**config.mk**
```make
export PLATFORM = sky130hd
export DESIGN_NAME = rf_frame_builder
export DESIGN_NICKNAME = d
export VERILOG_FILES = /design/src/rtl/rf_frame_pkg.sv /design/src/rtl/rf_frame_ctrl.sv /design/src/rtl/rf_frame_crc.sv /design/src/rtl/rf_frame_mux.sv /design/src/rtl/rf_frame_builder.sv
export SDC_FILE = /design/constraint.sdc
export NUM_CORES = 1
export LEC_CHECK = 0
export BUFFER_PORTS_ARGS = -buffer_cell sky130_fd_sc_hd__buf_2
export CAP_MARGIN = 20
export CORE_MARGIN = 1.5
export CORE_UTILIZATION = 30
export CTS_CLUSTER_DIAMETER = 120
export DETAILED_ROUTE_END_ITERATION = 10
export PLACE_DENSITY_LB_ADDON = 0.2
export SLEW_MARGIN = 15
export SYNTH_ARGS = -nofsm -noshare
export SYNTH_HDL_FRONTEND = slang
export SYNTH_SLANG_ARGS = --single-unit
```
**constraint.sdc**
```tcl
create_clock -name clk -period 2.23 [get_ports clk]
set_input_delay 0.446 -clock clk [delete_from_list [all_inputs] [get_ports clk]]
set_output_delay 0.446 -clock clk [all_outputs]
set_load 0.02 [all_outputs]
```
**src/rtl/rf_frame_pkg.sv**
```systemverilog
package rf_frame_pkg;

    typedef enum logic [2:0] {
        PH_IDLE = 3'd0,
        PH_PRE  = 3'd1,
        PH_SYNC = 3'd2,
        PH_HDR  = 3'd3,
        PH_PAY  = 3'd4,
        PH_CRC  = 3'd5,
        PH_TAIL = 3'd6
    } phase_t;

    typedef struct packed {
        logic       valid;
        logic [7:0] data;
    } beat_t;

    localparam logic [7:0]  PRE_BYTE   = 8'hAA;
    localparam logic [7:0]  SYNC_FIRST = 8'hD3;
    localparam logic [7:0]  SYNC_NEXT  = 8'h91;
    localparam logic [7:0]  FLAG_BYTE  = 8'h00;
    localparam logic [15:0] CRC_SEED   = 16'hFFFF;
    localparam logic [15:0] CRC_POLY_R = 16'h8408;
    localparam int          HDR_BYTES  = 2;
    localparam int          CRC_BYTES  = 2;

    // one byte into the reflected checksum, bit 0 first
    function automatic logic [15:0] crc_step(input logic [15:0] c, input logic [7:0] b);
        logic [15:0] r;
        r = c;
        for (int i = 0; i < 8; i++) begin
            if (r[0] ^ b[i]) r = (r >> 1) ^ CRC_POLY_R;
            else             r = r >> 1;
        end
        return r;
    endfunction

endpackage

```
**src/rtl/rf_frame_ctrl.sv**
```systemverilog
module rf_frame_ctrl
    import rf_frame_pkg::*;
#(
    parameter int PRE_COUNT   = 4,
    parameter int MAX_PAYLOAD = 64,
    parameter int LEN_W       = 8,
    parameter int IDX_W       = 7
) (
    input  logic             clk,
    input  logic             rst,
    input  logic             start_i,
    input  logic [LEN_W-1:0] len_i,
    input  logic             xfer_i,
    output phase_t           phase_o,
    output logic [IDX_W-1:0] idx_o,
    output logic [LEN_W-1:0] len_o,
    output logic             load_o,
    output logic             err_o,
    output logic             done_o
);
    phase_t           phase_q, phase_n;
    logic [IDX_W-1:0] idx_q;
    logic [LEN_W-1:0] len_q;
    logic             err_q, done_q;
    logic             last;
    logic             accept, refuse;

    assign accept = (phase_q == PH_IDLE) && start_i && (int'(len_i) <= MAX_PAYLOAD);
    assign refuse = (phase_q == PH_IDLE) && start_i && (int'(len_i) >  MAX_PAYLOAD);

    always_comb begin
        case (phase_q)
            PH_PRE:  last = (int'(idx_q) == PRE_COUNT - 1);
            PH_PAY:  last = (int'(idx_q) == int'(len_q) - 1);
            default: last = (idx_q[0] == 1'b1);
        endcase
    end

    always_comb begin
        case (phase_q)
            PH_PRE:  phase_n = PH_SYNC;
            PH_SYNC: phase_n = PH_HDR;
            PH_HDR:  phase_n = (len_q == '0) ? PH_CRC : PH_PAY;
            PH_PAY:  phase_n = PH_CRC;
            PH_CRC:  phase_n = PH_TAIL;
            default: phase_n = PH_IDLE;
        endcase
    end

    always_ff @(posedge clk) begin
        if (rst) begin
            phase_q <= PH_IDLE;
            idx_q   <= '0;
            len_q   <= '0;
            err_q   <= 1'b0;
            done_q  <= 1'b0;
        end else begin
            err_q  <= refuse;
            done_q <= 1'b0;
            if (accept) begin
                len_q   <= len_i;
                idx_q   <= '0;
                phase_q <= PH_PRE;
            end else if (phase_q != PH_IDLE && xfer_i) begin
                if (last) begin
                    idx_q   <= '0;
                    phase_q <= phase_n;
                    done_q  <= (phase_q == PH_TAIL);
                end else begin
                    idx_q <= idx_q + 1'b1;
                end
            end
        end
    end

    assign phase_o = phase_q;
    assign idx_o   = idx_q;
    assign len_o   = len_q;
    assign load_o  = accept;
    assign err_o   = err_q;
    assign done_o  = done_q;
endmodule

```
**src/rtl/rf_frame_crc.sv**
```systemverilog
module rf_frame_crc
    import rf_frame_pkg::*;
#(
    parameter int LEN_W = 8
) (
    input  logic             clk,
    input  logic             rst,
    input  logic             load_i,
    input  logic [LEN_W-1:0] len_i,
    input  logic             upd_i,
    input  logic [7:0]       byte_i,
    output logic [15:0]      crc_o
);
    logic [15:0] crc_q;
    logic [15:0] seed_cnt;

    assign seed_cnt = 16'(len_i) + 16'(HDR_BYTES);

    always_ff @(posedge clk) begin
        if (rst) begin
            crc_q <= CRC_SEED;
        end else if (load_i) begin
            crc_q <= crc_step(crc_step(CRC_SEED, seed_cnt[7:0]), seed_cnt[15:8]);
        end else if (upd_i) begin
            crc_q <= crc_step(crc_q, byte_i);
        end
    end

    assign crc_o = crc_q;
endmodule

```
**src/rtl/rf_frame_mux.sv**
```systemverilog
module rf_frame_mux
    import rf_frame_pkg::*;
#(
    parameter int         LEN_W     = 8,
    parameter logic [7:0] TAIL_BYTE = 8'h7E
) (
    input  phase_t           phase_i,
    input  logic             second_i,
    input  logic [LEN_W-1:0] len_i,
    input  logic [15:0]      crc_i,
    input  logic             pay_valid_i,
    input  logic [7:0]       pay_data_i,
    input  logic             out_ready_i,
    output beat_t            beat_o,
    output logic             pay_ready_o
);
    logic [7:0] len_byte;

    assign len_byte = 8'(len_i) + 8'(HDR_BYTES + CRC_BYTES);

    always_comb begin
        beat_o      = '0;
        pay_ready_o = 1'b0;
        case (phase_i)
            PH_PRE: begin
                beat_o.valid = 1'b1;
                beat_o.data  = PRE_BYTE;
            end
            PH_SYNC: begin
                beat_o.valid = 1'b1;
                beat_o.data  = second_i ? SYNC_NEXT : SYNC_FIRST;
            end
            PH_HDR: begin
                beat_o.valid = 1'b1;
                beat_o.data  = second_i ? len_byte : FLAG_BYTE;
            end
            PH_PAY: begin
                beat_o.valid = pay_valid_i;
                beat_o.data  = pay_data_i;
                pay_ready_o  = out_ready_i;
            end
            PH_CRC: begin
                beat_o.valid = 1'b1;
                beat_o.data  = second_i ? crc_i[7:0] : crc_i[15:8];
            end
            PH_TAIL: begin
                beat_o.valid = 1'b1;
                beat_o.data  = TAIL_BYTE;
            end
            default: beat_o = '0;
        endcase
    end
endmodule

```
**src/rtl/rf_frame_builder.sv**
```systemverilog
module rf_frame_builder
    import rf_frame_pkg::*;
#(
    parameter int         PRE_COUNT   = 4,
    parameter int         MAX_PAYLOAD = 64,
    parameter int         LEN_W       = 8,
    parameter logic [7:0] TAIL_BYTE   = 8'h7E
) (
    input  logic             clk,
    input  logic             rst,
    input  logic             start_i,
    input  logic [LEN_W-1:0] len_i,
    input  logic             pay_valid_i,
    input  logic [7:0]       pay_data_i,
    output logic             pay_ready_o,
    output logic             out_valid_o,
    output logic [7:0]       out_data_o,
    input  logic             out_ready_i,
    output logic             busy_o,
    output logic             err_o,
    output logic             done_o
);
    localparam int SPAN  = (PRE_COUNT > MAX_PAYLOAD) ? PRE_COUNT : MAX_PAYLOAD;
    localparam int IDX_W = (SPAN < 2) ? 1 : $clog2(SPAN + 1);

    phase_t           phase_w;
    logic [IDX_W-1:0] idx_w;
    logic [LEN_W-1:0] len_w;
    logic             load_w;
    logic [15:0]      crc_w;
    beat_t            beat_w;
    logic             xfer_w;
    logic             pay_take_w;

    assign xfer_w     = beat_w.valid && out_ready_i;
    assign pay_take_w = pay_valid_i && pay_ready_o;

    rf_frame_ctrl #(
        .PRE_COUNT  (PRE_COUNT),
        .MAX_PAYLOAD(MAX_PAYLOAD),
        .LEN_W      (LEN_W),
        .IDX_W      (IDX_W)
    ) ctrl_i (
        .clk    (clk),
        .rst    (rst),
        .start_i(start_i),
        .len_i  (len_i),
        .xfer_i (xfer_w),
        .phase_o(phase_w),
        .idx_o  (idx_w),
        .len_o  (len_w),
        .load_o (load_w),
        .err_o  (err_o),
        .done_o (done_o)
    );

    rf_frame_crc #(
        .LEN_W(LEN_W)
    ) crc_i (
        .clk   (clk),
        .rst   (rst),
        .load_i(load_w),
        .len_i (len_i),
        .upd_i (pay_take_w),
        .byte_i(pay_data_i),
        .crc_o (crc_w)
    );

    rf_frame_mux #(
        .LEN_W    (LEN_W),
        .TAIL_BYTE(TAIL_BYTE)
    ) mux_i (
        .phase_i    (phase_w),
        .second_i   (idx_w[0]),
        .len_i      (len_w),
        .crc_i      (crc_w),
        .pay_valid_i(pay_valid_i),
        .pay_data_i (pay_data_i),
        .out_ready_i(out_ready_i),
        .beat_o     (beat_w),
        .pay_ready_o(pay_ready_o)
    );

    assign out_valid_o = beat_w.valid;
    assign out_data_o  = beat_w.data;
    assign busy_o      = (phase_w != PH_IDLE);
endmodule

```
==> flow_summary.toml, run 1 <==
[logic_synthesis]
yosysMostFrequentCell = "nand2_1"
seq_area_frac_synth_pct = 25.1
synth-edff-count = 0
synth.top_cell.area_share_pct = 25.1
ys_ff_latch = 36
async_flop_share_pct = 0
synth_warnings = 0
syn_area_mm2 = 0.00287
ys_top_cells_by_area = "dfxtp_1, xnor2_1, xor2_1"
synthCells = 361
synth_top_area_cell = "dfxtp_1"
syn_nets = 388
synth_area_per_cell_um2 = 7.96
ys_types = 59
synth_commonest_cells = "nand2_1, xnor2_1, dfxtp_1"
synth_ff_type = "dfxtp_1"

[floorplan]
start_util_pct = 31.0
pin_count = 34
die_w_um = 101
die_y_um = 101
core_area_mm2 = 0.00928
dieArea_mm2 = 0.0102
std_cell_rows = 35

[clock_network]
cts_tree = "done"
root_buffer = "clkbuf_8"
clkTransAtPathRegs_ns = 0.07
cts.path.max_buffers = 2
cts-htree-levels = 2
insertion_delay_ns = 0.30
cts_hold_buf = 0
cts.sinks = 36
cts_made_buffers = 5

[placed_design]
place_hpwl_mm = 6.39
gp_congestion = 0.828
io_buffers = 33
preCtsSetupSlack_ns = 0.0641

[pwr]
cellInternalPower_uw = 1120
power.leakage_uw = 0.00140
pwr-share-clk_pct = 30.1
power_density_mw_per_mm2 = 470
p_comb_share_pct = 28.6
p_sw_uw = 533
seq_power_share_pct = 41.3
p_sw_share_pct = 32.2
ir_drop_v = 0.000210

[sta]
rsz0062_at_grt = "true"
fin_crit_ns = 2.23
slew_viol_final = 0
fin_tns_setup_ns = 0
timing.fmax_mhz = 449
max_slew_margin_pct = 68.5
worst_slack_ns = 0.000804
fin_skew_ns = 0.0111
worst_pin_slew_ns = 0.469
fin_crit_sh_pct = 100
report.final.setup_viol = 0
hold_viol = 0

[critical_path]
cp_cell_sequence = "and3_4 > nand3_4 > xnor2_2 > nand2_1 > a22o_1 > a221oi_2 > buf_4"
cp_num_buf_inv = 1
critical_path.top_delay_family = "compound AO/OA/AOI/OAI gates"
worst_setup_path_start_kind = "flip-flop"
setup.worst_path.end_class = "output pin"
cp_data_required_time_ns = 1.78
path_class = "reg2out"
critPathMaxStageDelay_ns = 0.33
critPathMaxFanout = 2
cp_slowest_cell = "dfxtp_1"
cp.arrival_ns = 1.78

[route]
drc = 0
routed_via_density = 5.04
vias = 2703
routed_wl_mm = 8.40
wire_per_inst_um = 15.7
drtIter0Drc = 98
ant_nets = 0
dr.pass1.iters = 6

[layout]
layout-drive-gt1-share_pct = 26.0
synthToLayoutAreaGrowth_pct = 22.5
fin_nets = 433
diodes = 0

[run_status]
status = "completed"

[grt]
grt_max_degree = 31
grt_overflow = 0
grt_antenna_before_repair = 0
grt_pass1_vias = 2663
grt_pass1_wl_mm = 13.8
track_usage_pct = 17.6

[hold_path]
hp-class = "in2reg"

[run]
maxCapViolCount = 0
==> power by group through the flow <==
stage	Sequential, uW	Clock (uW)	Combinational [uW]
floorplan	696	0	325
global placement	703	0	456
detailed placement	703	0	456
CTS	685	516	464
global route	687	542	522
finish	683	498	472
==> logic make-up (layout without fill, tap and decap cells) <==
family                   count (synthesis)  after routing  synth area share (%)
AND/OR/NAND/NOR                        112            112                  19.8
buffers and inverters                   36             82                  5.83
XOR/XNOR                                65             65                  20.3
adder cells (fa/ha/maj)                  6              6                  2.61
AO/OA/AOI/OAI                           92             92                  21.4
flip-flops                              36             36                  25.1
multiplexers                            14             14                  5.01
==> metal layers <==
layer	wire, um	GRT usage [%]	vias to the layer above
li1	-	-	1368
met3	335	3.12	10
met4	155	5.31	0
met1	4180	24.6	1273
met2	3730	27.6	52
met5	0	0	-
==> flip-flops by register name (all words and copies together) (netlist names) <==
| signal | flops |
|---|---|
| crc_i.crc_o | 16 |
| ctrl_i.done_o | 1 |
| ctrl_i.err_o | 1 |
| ctrl_i.idx_o | 7 |
| ctrl_i.len_o | 8 |
| ctrl_i.phase_o | 3 |
==> through the flow <==
step	utilization (%)	instance area [um^2]	hold slack, ns	total power (uW)	cells
6_report	37.9	3520	0.445	1650	536
3_5_place_dp	35.3	3280	0.491	1160	523
5_1_grt	37.9	3520	0.456	1750	536
2_1_floorplan	-	2870	0.460	1020	361
4_1_cts	36.8	3410	0.444	1660	534
3_3_place_gp	35.3	3280	0.488	1160	523
==> worst reg2reg max path: stages, from the launching register on <==
cell and delay (ns):
dfxtp_2 0.33, buf_6 0.12, inv_1 0.05, ha_2 0.18, and4bb_2 0.27, mux2i_1 0.19, mux2i_1 0.12, o31a_1 0.37
nor2_4 0.26, o311a_1 0.18
==> final timing paths <==
| kind | from | to | slack, ns | cells after the start |
|---|---|---|---|---|
| worst max register to register | ctrl_i.len_o[3] | ctrl_i.phase_o[0] | 0.12 | 9 |
| worst min register to register | ctrl_i.len_o[1] | ctrl_i.len_o[1] | 0.48 | 2 |
| worst max-delay path | ctrl_i.len_o[5] | out_data_o[7] | 0.0008 | 7 |
| worst min-delay path | len_i[2] | ctrl_i.len_o[2] | 0.45 | 3 |
==> cell type report <==
class                           count  area, um^2
Fill cell                         984        5760
Multi-Input combinational cell    289        2050
Sequential cell                    36         741
Timing Repair Buffer               68         452
Tap cell                          129         161
Clock buffer                        6        82.6
Inverter                            6        22.5
Clock inverter                      2        10.0
==> repair_timing <==
action | in CTS | in global routing
pin swaps | 2 | 10
setup endpoints to repair | 7 | 17
resized for setup | 9 | 23
buffers inserted | 3 | 2
gates cloned | 0 | 0
==> cell usage in the layout, fill, tap and decap left out, types with 4 or more instances in the layout <==
master    synthesis  layout
a21o_1            4       4
a21oi_1          25      25
a31oi_1           4       4
and3_1            8       7
buf_2            11      31
buf_4             1      33
clkbuf_8          0       6
dfxtp_1          36      28
dfxtp_2           0       4
dfxtp_4           0       4
ha_1              6       5
inv_1             6       5
mux2i_1          11      11
nand2_1          45      45
nand3_1          11      10
nor2_1           16      16
nor4_1            9       9
o211ai_1          8       8
o21ai_0          17      17
o21ai_1           4       4
xnor2_1          38      37
xor2_1           26      26
Note: power is estimated with default switching activity, not from simulation.
==> run 2, diff against run 1 <==
- BUFFER_PORTS_ARGS: -buffer_cell sky130_fd_sc_hd__buf_2 -> -buffer_cell sky130_fd_sc_hd__buf_4
==> run 2 against run 1 <==
Net effect: via count did not move; cell count shrank 0.75%; sequential power up 0.6%; die area did not move; maximum frequency is 1.4% higher; non-clock buffer count decreased by 4; first-iteration DRC count rose by 21%; design area increased by 1.9%; total power up 6.0%; count of clock-buffer cells in the layout down 1; sequential share of layout area down 0.53 points; wire length decreased by 1.1%; critical path type unchanged; largest power group unchanged; highest routed layer unchanged.
==> flow_summary.toml, run 2 (synthesized netlist as in run 1, its figures left out) <==
[floorplan]
dieArea_mm2 = 0.0102
die_y_um = 101
start_util_pct = 31.0
core_area_mm2 = 0.00928
std_cell_rows = 35
pin_count = 34
die_w_um = 101

[sta]
fin_crit_sh_pct = 98.5
rsz0062_at_grt = "true"
slew_viol_final = 0
fin_crit_ns = 2.20
fin_tns_setup_ns = 0
worst_pin_slew_ns = 0.639
hold_viol = 0
fin_skew_ns = 0.00749
report.final.setup_viol = 0
max_slew_margin_pct = 57.3
timing.fmax_mhz = 455

[clock_network]
cts_made_buffers = 5
cts.sinks = 36
cts.path.max_buffers = 2
cts_tree = "done"
insertion_delay_ns = 0.30
cts-htree-levels = 2
root_buffer = "clkbuf_8"
clkTransAtPathRegs_ns = 0.07

[route]
routed_wl_mm = 8.31
wl_met3_um = 356
wl_met2_mm = 3.69
drc = 0
drtIter0Drc = 119
vias = 2703
wire_per_inst_um = 15.6
dr.pass1.iters = 4
ant_nets = 0
wl_met1_mm = 4.08
highest_layer = "met4"
routed_via_density = 5.08

[layout]
layout_common_cells = "buf_4, nand2_1, xnor2_1"
layout-drive-gt1-share_pct = 24.6
layout_commonest_cell = "buf_4"
synthToLayoutAreaGrowth_pct = 24.8
largest_reg_flops = 16
fin_nets = 429
diodes = 0
final_cells = 532

[pwr]
p_comb_share_pct = 27.1
ir_drop_v = 0.000182
pwr-share-clk_pct = 33.8
power.leakage_uw = 0.00140
cellInternalPower_uw = 1220
seq_power_share_pct = 39.2
p_sw_uw = 535
p_sw_share_pct = 30.5
power_density_mw_per_mm2 = 489

[hold_path]
hp-class = "in2reg"

[grt]
grt_pass1_vias = 2594
grt_pass1_wl_mm = 13.5
grt_max_degree = 31
grt_antenna_before_repair = 0
track_usage_pct = 17.1
grt_overflow = 0

[placed_design]
io_buffers = 33
place_hpwl_mm = 6.32
gp_congestion = 0.818
dp_cells = 522

[critical_path]
setup.worst_path.end_class = "output pin"
path_class = "reg2out"
critPathMaxFanout = 2
worst_setup_path_start_kind = "flip-flop"
cp_data_required_time_ns = 1.78
cp.arrival_ns = 1.75

[run]
maxCapViolCount = 0

[run_status]
status = "completed"
==> run 2: cell types whose count changed in the layout (fill, tap and decap cells not counted), sizes merged <==
cell,delta
bufinv,+1
buf,-4
clkinvlp,+1
clkbuf,-1
clkinv,-1
==> run 2: through the flow <==
stage	worst slack [ns]	hold WS (ns)	total power (uW)	utilization, %	area, um^2
after detailed placement	0.0924	0.482	1170	36.3	3370
after floorplan	0.0934	0.460	1020	-	2870
after global routing	-0.0665	0.431	1850	38.6	3590
final	0.0325	0.432	1750	38.6	3590
after global placement	0.105	0.467	1170	36.3	3370
after CTS	0.000815	0.433	1770	37.8	3510
==> run 2: worst max-delay path, cell delays in order, from the launching register on <==
cell and delay (ns):
dfxtp_2 0.33, and3_4 0.19, nand3_4 0.07, xnor2_2 0.13
nand2_1 0.08, a22o_1 0.25, a221oi_2 0.23, buf_4 0.18
==> run 2: cell type report <==
| type | instances | area, um^2 |
|---|---|---|
| Fill cell | 986 | 5700 |
| Multi-Input combinational cell | 289 | 2060 |
| Sequential cell | 36 | 736 |
| Timing Repair Buffer | 64 | 500 |
| Tap cell | 129 | 161 |
| Clock buffer | 5 | 68.8 |
| Clock inverter | 3 | 42.5 |
| Inverter | 6 | 22.5 |
==> run 2: repair_timing <==
| item | in CTS | in global routing |
|---|---|---|
| hold buffers | 0 | 0 |
| endpoints found under the setup margin | 7 | 18 |
| cloned | 0 | 0 |
| setup buffers | 1 | 2 |
| pin swaps | 2 | 8 |
| gates resized for setup | 10 | 14 |
==> run 2: path summary, 6_finish.rpt <==
kind	start	endpoint	slack, ns	depth (start not counted)
max	ctrl_i.len_o[6]	out_data_o[7]	0.03	7
max reg2reg	ctrl_i.len_o[2]	ctrl_i.phase_o[0]	0.05	8
min	len_i[2]	ctrl_i.len_o[2]	0.43	3
min reg2reg	ctrl_i.len_o[0]	ctrl_i.len_o[0]	0.50	2
==> run 2: layer usage <==
metal,up-vias,global-route usage (%)
li1,1364,-
met1,1256,23.7
met2,68,26.9
met3,15,2.91
met4,0,5.85
met5,-,0
==> run 2: power groups by stage <==
stage	clock, uW	sequential [uW]	combinational [uW]
2_1_floorplan	0	696	325
3_3_place_gp	0	702	468
3_5_place_dp	0	702	467
4_1_cts	610	688	471
5_1_grt	633	690	523
6_report	592	687	474
